<file path="src/rtl/ppg_pkg.sv">
package ppg_pkg;
  localparam int ADDR_W = 3;

  localparam logic [ADDR_W-1:0] A_CTRL0 = 3'd0;
  localparam logic [ADDR_W-1:0] A_CTRL1 = 3'd1;
  localparam logic [ADDR_W-1:0] A_LO0   = 3'd2;
  localparam logic [ADDR_W-1:0] A_HI0   = 3'd3;
  localparam logic [ADDR_W-1:0] A_LO1   = 3'd4;
  localparam logic [ADDR_W-1:0] A_HI1   = 3'd5;
  localparam logic [ADDR_W-1:0] A_CLR   = 3'd6;

  localparam int B_RUN  = 0;
  localparam int B_PE   = 1;
  localparam int B_IE   = 2;
  localparam int B_CLR  = 3;
  localparam int B_CASC = 4;

  typedef struct packed {
    logic run;
    logic pe;
    logic ie;
  } ch_cfg_t;

  // Value the phase that starts after an underflow begins with.
  function automatic logic [7:0] pick_reload(input logic cur_phase,
                                             input logic [7:0] lo,
                                             input logic [7:0] hi);
    return cur_phase ? lo : hi;
  endfunction

  // Clear requests widen to both channels in cascaded mode.
  function automatic logic [1:0] spread_clear(input logic casc, input logic [1:0] req);
    return casc ? {2{|req}} : req;
  endfunction
endpackage

</file>
<file path="src/rtl/ppg_regs.sv">
module ppg_regs
  import ppg_pkg::*;
#(
  parameter int CW = 8,
  parameter int NCH = 2
) (
  input  logic                  clk,
  input  logic                  rst_n,
  input  logic                  wr_en,
  input  logic [ADDR_W-1:0]     wr_addr,
  input  logic [CW-1:0]         wr_data,
  input  logic [NCH-1:0]        uf_set,
  output ch_cfg_t [NCH-1:0]     cfg,
  output logic                  casc,
  output logic [NCH-1:0][CW-1:0] rld_lo,
  output logic [NCH-1:0][CW-1:0] rld_hi,
  output logic [NCH-1:0]        flag
);
  logic [NCH-1:0] clr_req;
  logic [NCH-1:0] clr_eff;

  always_comb begin
    clr_req = '0;
    if (wr_en) begin
      if (wr_addr == A_CTRL0) clr_req[0] = wr_data[B_CLR];
      if (wr_addr == A_CTRL1) clr_req[1] = wr_data[B_CLR];
      if (wr_addr == A_CLR)   clr_req    = wr_data[NCH-1:0];
    end
    clr_eff = spread_clear(casc, clr_req);
  end

  always_ff @(posedge clk) begin
    if (!rst_n) casc <= 1'b0;
    else if (wr_en && wr_addr == A_CTRL0) casc <= wr_data[B_CASC];
  end

  for (genvar i = 0; i < NCH; i++) begin : g_ch
    localparam logic [ADDR_W-1:0] CADR = (i == 0) ? A_CTRL0 : A_CTRL1;
    localparam logic [ADDR_W-1:0] LADR = (i == 0) ? A_LO0 : A_LO1;
    localparam logic [ADDR_W-1:0] HADR = (i == 0) ? A_HI0 : A_HI1;

    always_ff @(posedge clk) begin
      if (!rst_n) begin
        cfg[i]    <= '0;
        rld_lo[i] <= '0;
        rld_hi[i] <= '0;
        flag[i]   <= 1'b0;
      end else begin
        if (wr_en && wr_addr == CADR) begin
          cfg[i].run <= wr_data[B_RUN];
          cfg[i].pe  <= wr_data[B_PE];
          cfg[i].ie  <= wr_data[B_IE];
        end
        if (wr_en && wr_addr == LADR) rld_lo[i] <= wr_data;
        if (wr_en && wr_addr == HADR) rld_hi[i] <= wr_data;
        flag[i] <= uf_set[i] | (flag[i] & ~clr_eff[i]);
      end
    end
  end
endmodule

</file>
<file path="src/rtl/ppg_chan.sv">
module ppg_chan
  import ppg_pkg::*;
#(
  parameter int CW = 8
) (
  input  logic          clk,
  input  logic          rst_n,
  input  logic          idle,
  input  logic          dec,
  input  logic          uf_evt,
  input  logic [CW-1:0] rld_lo,
  input  logic [CW-1:0] rld_hi,
  output logic [CW-1:0] cnt,
  output logic          phase,
  output logic          zero
);
  assign zero = (cnt == '0);

  always_ff @(posedge clk) begin
    if (!rst_n) begin
      cnt   <= '0;
      phase <= 1'b0;
    end else if (idle) begin
      cnt   <= rld_lo;
      phase <= 1'b0;
    end else if (uf_evt) begin
      cnt   <= pick_reload(phase, rld_lo, rld_hi);
      phase <= ~phase;
    end else if (dec) begin
      cnt   <= cnt - 1'b1;
    end
  end
endmodule

</file>
<file path="src/rtl/ppg_cascade_timer.sv">
module ppg_cascade_timer
  import ppg_pkg::*;
#(
  parameter int CW = 8
) (
  input  logic              clk,
  input  logic              rst_n,
  input  logic              tick,
  input  logic              wr_en,
  input  logic [ADDR_W-1:0] wr_addr,
  input  logic [CW-1:0]     wr_data,
  output logic [1:0]        pin_out,
  output logic              irq,
  output logic [1:0]        uf_flag
);
  localparam int NCH = 2;

  ch_cfg_t [NCH-1:0]      cfg;
  logic                   casc_q;
  logic [NCH-1:0][CW-1:0] rld_lo, rld_hi;
  logic [NCH-1:0]         flag;
  logic [NCH-1:0][CW-1:0] cnt;
  logic [NCH-1:0]         phase, zero;
  logic [NCH-1:0]         idle, dec, uf_evt;
  logic                   casc_act, casc_uf;
  logic [2*CW-1:0]        cnt16;

  ppg_regs #(.CW(CW), .NCH(NCH)) u_regs (
    .clk(clk), .rst_n(rst_n), .wr_en(wr_en), .wr_addr(wr_addr), .wr_data(wr_data),
    .uf_set(uf_evt), .cfg(cfg), .casc(casc_q), .rld_lo(rld_lo), .rld_hi(rld_hi),
    .flag(flag)
  );

  assign casc_act = casc_q & cfg[0].run & cfg[1].run;
  assign casc_uf  = casc_act & tick & zero[0] & zero[1];
  assign cnt16    = {cnt[1], cnt[0]};

  for (genvar i = 0; i < NCH; i++) begin : g_ch
    always_comb begin
      if (casc_q) begin
        idle[i]   = ~casc_act;
        dec[i]    = casc_act & tick & ((i == 0) ? 1'b1 : zero[0]);
        uf_evt[i] = casc_uf;
      end else begin
        idle[i]   = ~cfg[i].run;
        dec[i]    = cfg[i].run & tick;
        uf_evt[i] = cfg[i].run & tick & zero[i];
      end
    end

    ppg_chan #(.CW(CW)) u_chan (
      .clk(clk), .rst_n(rst_n), .idle(idle[i]), .dec(dec[i]), .uf_evt(uf_evt[i]),
      .rld_lo(rld_lo[i]), .rld_hi(rld_hi[i]), .cnt(cnt[i]), .phase(phase[i]),
      .zero(zero[i])
    );

    assign pin_out[i] = casc_q ? (casc_act & phase[1] & (cfg[0].pe | cfg[1].pe))
                               : (cfg[i].run & cfg[i].pe & phase[i]);
  end

  assign irq     = |(flag & {cfg[1].ie, cfg[0].ie});
  assign uf_flag = flag;
endmodule

</file>
<file path="config.mk">
export PLATFORM = sky130hd
export DESIGN_NAME = ppg_cascade_timer
export DESIGN_NICKNAME = d
export VERILOG_FILES = /design/src/rtl/ppg_pkg.sv /design/src/rtl/ppg_regs.sv /design/src/rtl/ppg_chan.sv /design/src/rtl/ppg_cascade_timer.sv
export SDC_FILE = /design/constraint.sdc
export NUM_CORES = 1
export LEC_CHECK = 0
export ABC_AREA = 1
export BUFFER_PORTS_ARGS = -buffer_cell sky130_fd_sc_hd__buf_2
export CAP_MARGIN = 0
export CORE_ASPECT_RATIO = 1.1
export CORE_UTILIZATION = 35
export DETAILED_ROUTE_END_ITERATION = 8
export GPL_ROUTABILITY_DRIVEN = 0
export GPL_TIMING_DRIVEN = 0
export MAX_ROUTING_LAYER = met4
export SYNTH_ARGS = -nofsm -noshare
export SYNTH_HDL_FRONTEND = slang
export SYNTH_SLANG_ARGS = --single-unit
</file>
<file path="constraint.sdc">
create_clock -name clk -period 2.7 [get_ports clk]
set_clock_uncertainty 0.2 [all_clocks]
set_input_delay 0.135 -clock clk [delete_from_list [all_inputs] [get_ports clk]]
set_output_delay 0.135 -clock clk [all_outputs]
set_load 0.02 [all_outputs]
</file>
* Yosys cells after proc, flatten, opt, wreduce, memory -nomap -nowiden
Cells that the tools add are included.
** Word-level totals
- Bits in registers :: 59
- Bits of input ports :: 15
- Output and inout bits :: 5
- Word-level logic and storage cells :: 90
** Cells by class
- Add/subtract/negate cells :: 2
- Eq/ne operators :: 6
- Muxes and demuxes :: 21
- Bitwise logic cells :: 29
- Reductions and logical operators :: 15
** Operators with widths (count)
- $mux W8 :: 8
- $and A1 B1 Y1 :: 17
- $logic_not A8 Y1 :: 2
- $sub A8 B1 Y8 const B :: 2
- $mux W1 :: 10
- $eq A3 B3 Y1 const B :: 3
- $not A1 Y1 :: 8
- $reduce_or A2 Y1 :: 4
- $eq A3 B2 Y1 const B :: 2
- $logic_and A1 B1 Y1 :: 6
- $mux W2 :: 3
- $reduce_bool A3 Y1 :: 2
- $eq A3 B1 Y1 const B :: 1
- $logic_not A3 Y1 :: 1
- $or A1 B1 Y1 :: 3
- $and A2 B2 Y2 :: 1

* Depth between registers and ports, before layout
Gate-level depths: netlist (run 1).
- Depth after elaboration :: 9
- Gate-level depth with buffers :: 11
- Depth with buffers taken out :: 11

* Hierarchy
Synthesis (run 1) repeated with hierarchy kept, for this count alone.
** Second synthesis, totals
- Cell total of the unflattened synthesis :: 477
- Area total of the unflattened synthesis :: 3213.1 sq um
** Modules (own cells, without submodules)
- ppg_regs :: times used 1, cells an instance 202, area each 1567.8 sq um, seq. area each 820.8 sq um
- ppg_chan :: times used 2, cells an instance 125, area each 764.5 sq um, seq. area each 180.2 sq um
- ppg_cascade_timer :: times used 1, cells an instance 25, area each 116.4 sq um, seq. area each 0.0 sq um

* Least setup slack after synthesis (run 1)
OpenSTA, ideal clock, no wires.
- Path kind :: register -> register
- From :: register g_ch[0].u_chan.cnt[0]
- To :: register g_ch[0].u_chan.cnt[2]
- Setup time :: 0.117 ns
- Arrival :: 1.377 ns
- Required time :: 2.383 ns
- Path slack :: 1.006 ns
- Stages on the path, launching flop included :: 11
- Path buffers :: 1
- Clock period less this slack :: 1.694 ns
- Cells stage by stage :: dfxtp_1 -> inv_1 -> ha_1 -> nand2_2 -> nor2_4 -> nand2_2 -> nand2_4 -> buf_8 -> nand2_1 -> a31oi_1 -> nor2_1
** On the way
- Word-level cells in the longest chain between the ends :: 6
- Elaborated cells between the ends (all ways) :: 10
- Classes of those cells :: add/sub (1); mux (4); bitwise (3); reduce/logical (2)
** Ends and longest elaborated chain
- start, declared :: RTL line ppg_chan.sv:13 : output logic [CW-1:0] cnt,
- start signal, assigned :: RTL line ppg_chan.sv:24 : cnt <= rld_lo;
- start signal, assigned :: RTL line ppg_chan.sv:27 : cnt <= pick_reload(phase, rld_lo, rld_hi);
- start signal, assigned :: RTL line ppg_chan.sv:30 : cnt <= cnt - 1'b1;
- parallel branches: the longest is 6 deep, another holds $sub A8 B1 Y8
Several ways; the timed one is not identified. The select of a mux whose other input is x is not followed.
A chain may end at the register's enable or synchronous reset.

* Worst setup path after layout (run 1)
- From :: register g_ch[1].u_chan.phase
- To :: output pin_out[0]
** On the way
- Word-level cells in the longest chain between the ends :: 3
** Ends and longest elaborated chain
- start, declared :: RTL line ppg_chan.sv:14 : output logic phase,
- start signal, assigned :: RTL line ppg_chan.sv:28 : phase <= ~phase;
- $and A1 B1 Y1 (2 in a row) :: RTL line ppg_cascade_timer.sv:57 : assign pin_out[i] = casc_q ? (casc_act & phase[1] & (cfg[0].pe | cfg[1].pe))
- $mux W1 :: RTL line ppg_cascade_timer.sv:57
- end, declared :: RTL line ppg_cascade_timer.sv:12 : output logic [1:0] pin_out,
Every way passes these cells.

==> results of run 1 <==
-- layout make-up --
type	count	area [um2]	share of cell area [%]
clock buffer	10	128	3.45
inverter	59	221	5.99
sequential	59	1180	31.9
multi-input combinational	332	1670	45.2
timing repair buffer	29	195	5.28
tap	111	139	3.76
buffer	14	72.6	1.96
clock inverter	6	88.8	2.40
-- power breakdown --
group | internal [mW] | total, mW | switching (mW)
logic | 0.104 | 0.280 | 0.176
clock network | 0.521 | 0.899 | 0.378
registers | 0.901 | 0.925 | 0.0237
-- final timing paths --
kind	start	endpoint	slack, ns	cells past startpoint
worst max-delay path	g_ch[1].u_chan.phase$_SDFFE_PP0N_	pin_out[0]	0.52	7
worst min-delay path	rst_n	g_ch[0].u_chan.cnt[6]$_SDFFE_PN0P_	0.02	3
worst max register to register	g_ch[0].u_chan.cnt[0]$_SDFFE_PN0P_	g_ch[1].u_chan.cnt[1]$_SDFFE_PN0P_	0.71	11
worst min register to register	u_regs.rld_hi[7]$_SDFFE_PN0P_	u_regs.rld_hi[7]$_SDFFE_PN0P_	0.26	2
-- per-layer routing --
layer	vias up	wire (um)	global-route usage (%)
met5	-	0	-
met4	0	204	9.01
met3	17	362	3.53
met2	64	3490	29.7
met1	1284	3880	24.1
li1	1586	-	-
-- critical path: cells and delay by family (launching register included) --
family	cells	cell delay [ns]
compound gates	2	0.28
buf+inv	4	0.70
flops	1	0.31
simple gates	1	0.21
-- sequential cells by signal (all words and copies together), names as in the netlist --
signal             count
g_ch.u_chan.phase      2
u_regs.casc            1
u_regs.cfg             6
g_ch.u_chan.cnt       16
u_regs.flag            2
u_regs.rld_lo         16
u_regs.rld_hi         16
-- Yosys cell counts (4+ instances only) --
cell type,n
a21oi_1,42
buf_2,4
clkbuf_1,8
dfxtp_1,59
inv_1,48
inv_2,9
nand2_1,81
nand2_2,6
nand3_1,21
nand3_2,5
nand4_1,4
nor2_1,71
nor2_2,4
o211ai_1,4
o21ai_0,59
o21ai_1,4
-- logic make-up (layout without fill, tap and decap cells) --
family | after synthesis | in the layout | share of synthesized area (%)
AO/OA/AOI/OAI | 120 | 120 | 20.8
XOR/XNOR | 6 | 6 | 1.67
adder cells (fa/ha/maj) | 2 | 2 | 0.795
buffers and inverters | 73 | 118 | 9.34
flip-flops | 59 | 59 | 37.5
AND/OR/NAND/NOR | 204 | 204 | 29.9
==> out/qor.yml, run 1 <==
clock_tree:
  cts.sinks: 59
  post_cts_buffers: 0
  clkTransAtPathRegs_ns: 0.07
  cts_tree: "done"
  ctsRootBufferMaster: "clkbuf_8"
  htreeDepth: 3
  numCtsBuffers: 9
  insertion_delay_ns: 0.34
  cts_hold_buf: 10
  cts_resized: 0
  cts_buffer_depth: 2
drt:
  first_pass_iters: 4
  drcViolationCount: 0
  wl_mm: 7.95
  wl_per_cell_um: 12.8
  via_per_inst: 4.76
  drt_iter0_drc: 117
  drtAntennaViolNets: 0
  vias: 2951
yosys:
  synth_top_area_share_pct: 37.5
  ys_ff_latch: 59
  syn-instance-count: 464
  ys_async_sr_fraction_pct: 0
  netlist-cell-type-count: 35
  syn-num-nets: 481
  syn-mean-instance-area_um2: 6.78
  syn_area_um2: 3150
  synth.yosys.seq_area_share_pct: 37.5
  yosys.area.top_type: "dfxtp_1"
  ys_warn_count: 0
  synth_top_cells_by_area: "dfxtp_1, nand2_1, o21ai_0"
  synth_ff_type: "dfxtp_1"
  synth-edff-count: 0
die:
  die_area_um2: 9370
  fp.dieH_um: 101
  io_pins: 20
  core-area_um2: 8540
  start_util_pct: 36.8
  die_w_um: 92.4
  num_rows: 35
grt:
  grt_use_total_pct: 19.2
  grt_max_degree: 12
  grt_pass1_vias: 2844
  antenna_found_initial: 0
  grt_overflow_total: 0
  grt_pass1_wl_mm: 13.5
worst_setup_path:
  worstPathMaxFanout: 10
  worstPathRequired_ns: 2.37
  critical_path_class: "reg -> out"
  max_stage_delay_ns: 0.31
  critPathArrivalTime_ns: 1.85
  start_kind: "register"
  cp_cell_sequence: "buf_2 > inv_1 > clkbuf_1 > nor3_1 > o21ai_0 > o21ai_0 > buf_2"
  crit_path_top_delay_cell: "dfxtp_1"
  end_kind: "primary output"
sta:
  tightest_slew_ns: 0.505
  rsz0062_at_grt: "no"
  setup_ws_ns: 0.517
  clock.fmax_mhz: 458
  finalHoldViolCount: 0
  drv_slew: 0
  timing.final.crit_share_pct: 80.8
  maxSlewHeadroom_pct: 66.3
  finalSetupViolCount: 0
  fin_crit_ns: 2.18
  tns_ns: 0
  whs_ns: 0.0223
cells_and_area:
  layout_common_cells: "nand2_1, nor2_1, o21ai_0, dfxtp_1, inv_1"
  final_common_cell: "nand2_1"
  antenna_cells: 0
  layout-drive-gt1-share_pct: 14.9
  n_fill_cell: 886
  fin_util_pct: 43.3
  area_growth_pct: 17.5
  nets: 521
  final_area_um2: 3700
  finalNonFillerCells: 620
placed_design:
  dp.cells: 594
  dpl.hpwl_mm: 6.05
  dpl_cell_area_um2: 3380
  post-place-ws_ns: 0.703
  numPortBuffers: 19
pwr:
  leakage_nw: 1.55
  ir_worst_vdd_mv: 0.402
  power.total_mw: 2.10
  p_per_area_nw_per_um2: 569
job:
  maxCapViolCount: 0
outcome:
  status: "finished clean"
hold_path:
  holdCritPathClass: "in -> reg"
No activity file was read; power rests on OpenSTA's default activity.
==> run 2, diff against run 1 <==
--- a/config.mk
+++ b/config.mk
@@ -5,7 +5,7 @@
 export SDC_FILE = /design/constraint.sdc
 export NUM_CORES = 1
 export LEC_CHECK = 0
-export ABC_AREA = 1
+export ABC_AREA = 0
 export BUFFER_PORTS_ARGS = -buffer_cell sky130_fd_sc_hd__buf_2
 export CAP_MARGIN = 0
 export CORE_ASPECT_RATIO = 1.1
==> constraint.sdc (replaced) <==
create_clock -name clk -period 1.9 [get_ports clk]
set_clock_uncertainty 0.2 [all_clocks]
set_input_delay 0.095 -clock clk [delete_from_list [all_inputs] [get_ports clk]]
set_output_delay 0.095 -clock clk [all_outputs]
set_load 0.02 [all_outputs]
==> run 2 against run 1 <==
The flow now finishes with violations (setup timing). Global-route usage is 0.70 points higher. Sequential share of layout area is 1.9 points lower. Via count is 1.6% lower. Largest cell class unchanged. Sequential power is 39% higher. Critical path type is now reg -> reg. Highest routed layer unchanged. Die area is 4.8% lower.
==> out/qor.yml, run 2 <==
yosys:
  synth_most_common_cell: "nand2_1"
  ys_async_sr_fraction_pct: 0  # unchanged
  syn-instance-count: 362  # -22%
  synth_ff_type: "dfxtp_1"
  synth_common_cells: "nand2_1, dfxtp_1, a21oi_1"
  netlist-cell-type-count: 61  # +74%
  syn-mean-instance-area_um2: 8.26  # +22%
  syn_area_um2: 2990  # -4.9%
  synth_top_area_share_pct: 39.5  # +1.9 points
  ys_warn_count: 0  # unchanged
  syn-num-nets: 379  # -21%
  synth-edff-count: 0  # unchanged
  yosys.area.top_type: "dfxtp_1"
  ys_ff_latch: 59  # unchanged
  synth_top_cells_by_area: "dfxtp_1, nand2_1, mux2i_1"
  synth.yosys.seq_area_share_pct: 39.5  # +1.9 points
outcome:
  status: "finished with violations"
  violations: "setup timing"
worst_setup_path:
  cp_cell_sequence: "inv_2 > ha_4 > or3b_4 > o31ai_4 > and3_4 > buf_8 > mux2i_1 > a31oi_1"
  worstPathRequired_ns: 1.89  # -0.48 ns
  critical_path_class: "reg -> reg"
  worstPathMaxFanout: 8  # -2
  critPathTopFamily: "simple AND/OR/NAND/NOR gates"
  critPathBufInv: 2  # -2
  end_kind: "register"
  regToRegSetupSlack_ns: -0.30  # -1.01 ns
  max_stage_delay_ns: 0.40  # +0.09 ns
  start_kind: "register"
  crit_path_top_delay_cell: "or3b_4"
  critPathArrivalTime_ns: 2.19  # +0.34 ns
pwr:
  swShare_pct: 25.7  # -1.8 points
  seqPwrFrac_pct: 46.1  # +2.1 points
  clock_power_share_pct: 42.4  # -0.3 points
  leakage_nw: 1.40  # -9.3%
  ir_worst_vdd_mv: 0.440  # +9.5%
  p_per_area_nw_per_um2: 703  # +23%
  p_int_mw: 2.07  # +36%
  switchingPower_mw: 0.716  # +24%
  power_frac_comb_pct: 11.5  # -1.8 points
  power.total_mw: 2.79  # +33%
drt:
  via_per_inst: 5.37  # +13%
  wl_mm: 8.77  # +10%
  drt_iter0_drc: 120  # +2.6%
  wl_per_cell_um: 16.2  # +26%
  drtAntennaViolNets: 0  # unchanged
  first_pass_iters: 4  # unchanged
  vias: 2903  # -1.6%
  drcViolationCount: 0  # unchanged
clock_tree:
  cts_tree: "done"
  cts_buffer_depth: 2  # unchanged
  htreeDepth: 3  # unchanged
  ctsRootBufferMaster: "clkbuf_8"
  cts.sinks: 59  # unchanged
  numCtsBuffers: 9  # unchanged
  insertion_delay_ns: 0.33  # about the same
  clkTransAtPathRegs_ns: 0.07  # about the same
cells_and_area:
  layout_common_cells: "nand2_1, dfxtp_1, a21oi_1"
  final_area_um2: 3970  # +7.4%
  layout-drive-gt1-share_pct: 27.0  # +12 points
  area_growth_pct: 32.7
  final_common_cell: "nand2_1"
  antenna_cells: 0  # unchanged
  nets: 443  # -15%
  largestRegisters: "g_ch.u_chan.cnt (16), u_regs.rld_hi (16), u_regs.rld_lo (16)"
  finalNonFillerCells: 541  # -13%
sta:
  fin_crit_ns: 2.20
  setup_ws_ns: -0.301  # -0.818 ns
  maxSlewHeadroom_pct: 36.9  # -29 points
  rsz0062_at_grt: "yes"
  drv_slew: 0  # unchanged
  finalSetupViolCount: 20  # +20
  tightest_slew_ns: 0.943  # +0.438 ns
  timing.final.crit_share_pct: 116
  finalHoldViolCount: 0  # unchanged
  clock.fmax_mhz: 454
hold_path:
  holdCritPathClass: "in -> reg"
die:
  fp.dieH_um: 99.0  # -2.4%
  core-area_um2: 8320  # -2.6%
  io_pins: 20  # unchanged
  num_rows: 35  # unchanged
  die_w_um: 90.2  # -2.4%
  die_area_um2: 8920  # -4.8%
  start_util_pct: 36.0  # -0.89 points
job:
  maxCapViolCount: 0  # unchanged
grt:
  grt_max_degree: 11  # -1
  grt_use_total_pct: 19.9  # +0.70 points
  grt_pass1_wl_mm: 13.5  # +0.10%
  grt_overflow_total: 0  # unchanged
  grt_pass1_vias: 2645  # -7.0%
  antenna_found_initial: 0  # unchanged
placed_design:
  dpl.hpwl_mm: 5.74  # -5.2%
  dpl_cell_area_um2: 3240  # -4.3%
  dp.cells: 490  # -18%
  numPortBuffers: 17  # -2
[run 2: logic make-up after synthesis]
logic type / synth area share (%)
buffers and inverters: 5.35
and+or+nand+nor: 22.6
muxes: 8.78
xor gates and xnor gates: 1.76
AOI/OAI and AO/OA: 21.2
DFF: 39.5
adders and majority gates: 0.836
[run 2: repair_timing]
item / CTS / global route
hold buffers: 12 / 0
buffers inserted: 12 / 15
cloned: 0 / 1
endpoints found under the setup margin: 22 / 22
resized for setup: 31 / 25
pin swaps: 19 / 19
hold endpoints to repair: 45 / 0
[run 2: cell type report]
cell class / instances / area [um2]
fillers: 835 / 4350
multi-input cells: 273 / 1850
flip-flops and latches: 59 / 1190
repair buffers: 55 / 432
clock buffers: 11 / 151
well taps: 111 / 139
plain buffers: 19 / 114
clock inverters: 4 / 50.0
inverters: 9 / 36.3
[run 2: power groups by stage]
stage                     logic [mW]  clock network, mW  registers [mW]
after floorplan                0.165                  0            1.30
after global placement         0.238                  0            1.31
after detailed placement       0.241                  0            1.31
after CTS                      0.285               1.19            1.28
after global routing           0.347               1.24            1.29
final                          0.321               1.18            1.29
[run 2: path summary, 6_finish.rpt]
| path | start | end | depth (start not counted) |
|---|---|---|---|
| max | g_ch[1].u_chan.cnt[1]$_SDFFE_PN0P_ | g_ch[0].u_chan.cnt[7]$_SDFFE_PN0P_ | 8 |
| min | wr_en | u_regs.flag[1]$_SDFF_PN0_ | 4 |
| max reg2reg | g_ch[1].u_chan.cnt[1]$_SDFFE_PN0P_ | g_ch[0].u_chan.cnt[7]$_SDFFE_PN0P_ | 8 |
| min reg2reg | u_regs.rld_hi[7]$_SDFFE_PN0P_ | u_regs.rld_hi[7]$_SDFFE_PN0P_ | 2 |
[run 2: per-layer routing]
metal  routed length, um  vias to the layer above  global-route usage (%)  share of wire, %
met5                   0                        -                       -                 0
met4                 249                        0                    10.4               2.8
met3                 325                       18                    3.24               3.7
met2                4010                       78                    29.8                46
met1                4180                     1374                    25.7                48
li1                    -                     1433                       -                 -
[run 2: worst reg2reg max path, delay by kind of cell (launching register included)]
kind / cells / cell delay [ns]
buf+inv: 2 / 0.21
simple gates: 2 / 0.65
compound gates: 2 / 0.36
mux: 1 / 0.18
fa+ha+maj: 1 / 0.13
flops: 1 / 0.33
[run 2: metrics by stage]
stage	setup TNS [ns]	hold slack [ns]	setup WS, ns	util (%)
finish	-3.67	0.0665	-0.301	47.7
detailed placement	-7.19	0.195	-0.580	38.9
global placement	-6.69	0.190	-0.549	38.9
floorplan	-2.75	0.0310	-0.361	-
CTS	-3.81	0.0574	-0.323	45.4
global route	-5.29	0.101	-0.367	47.7
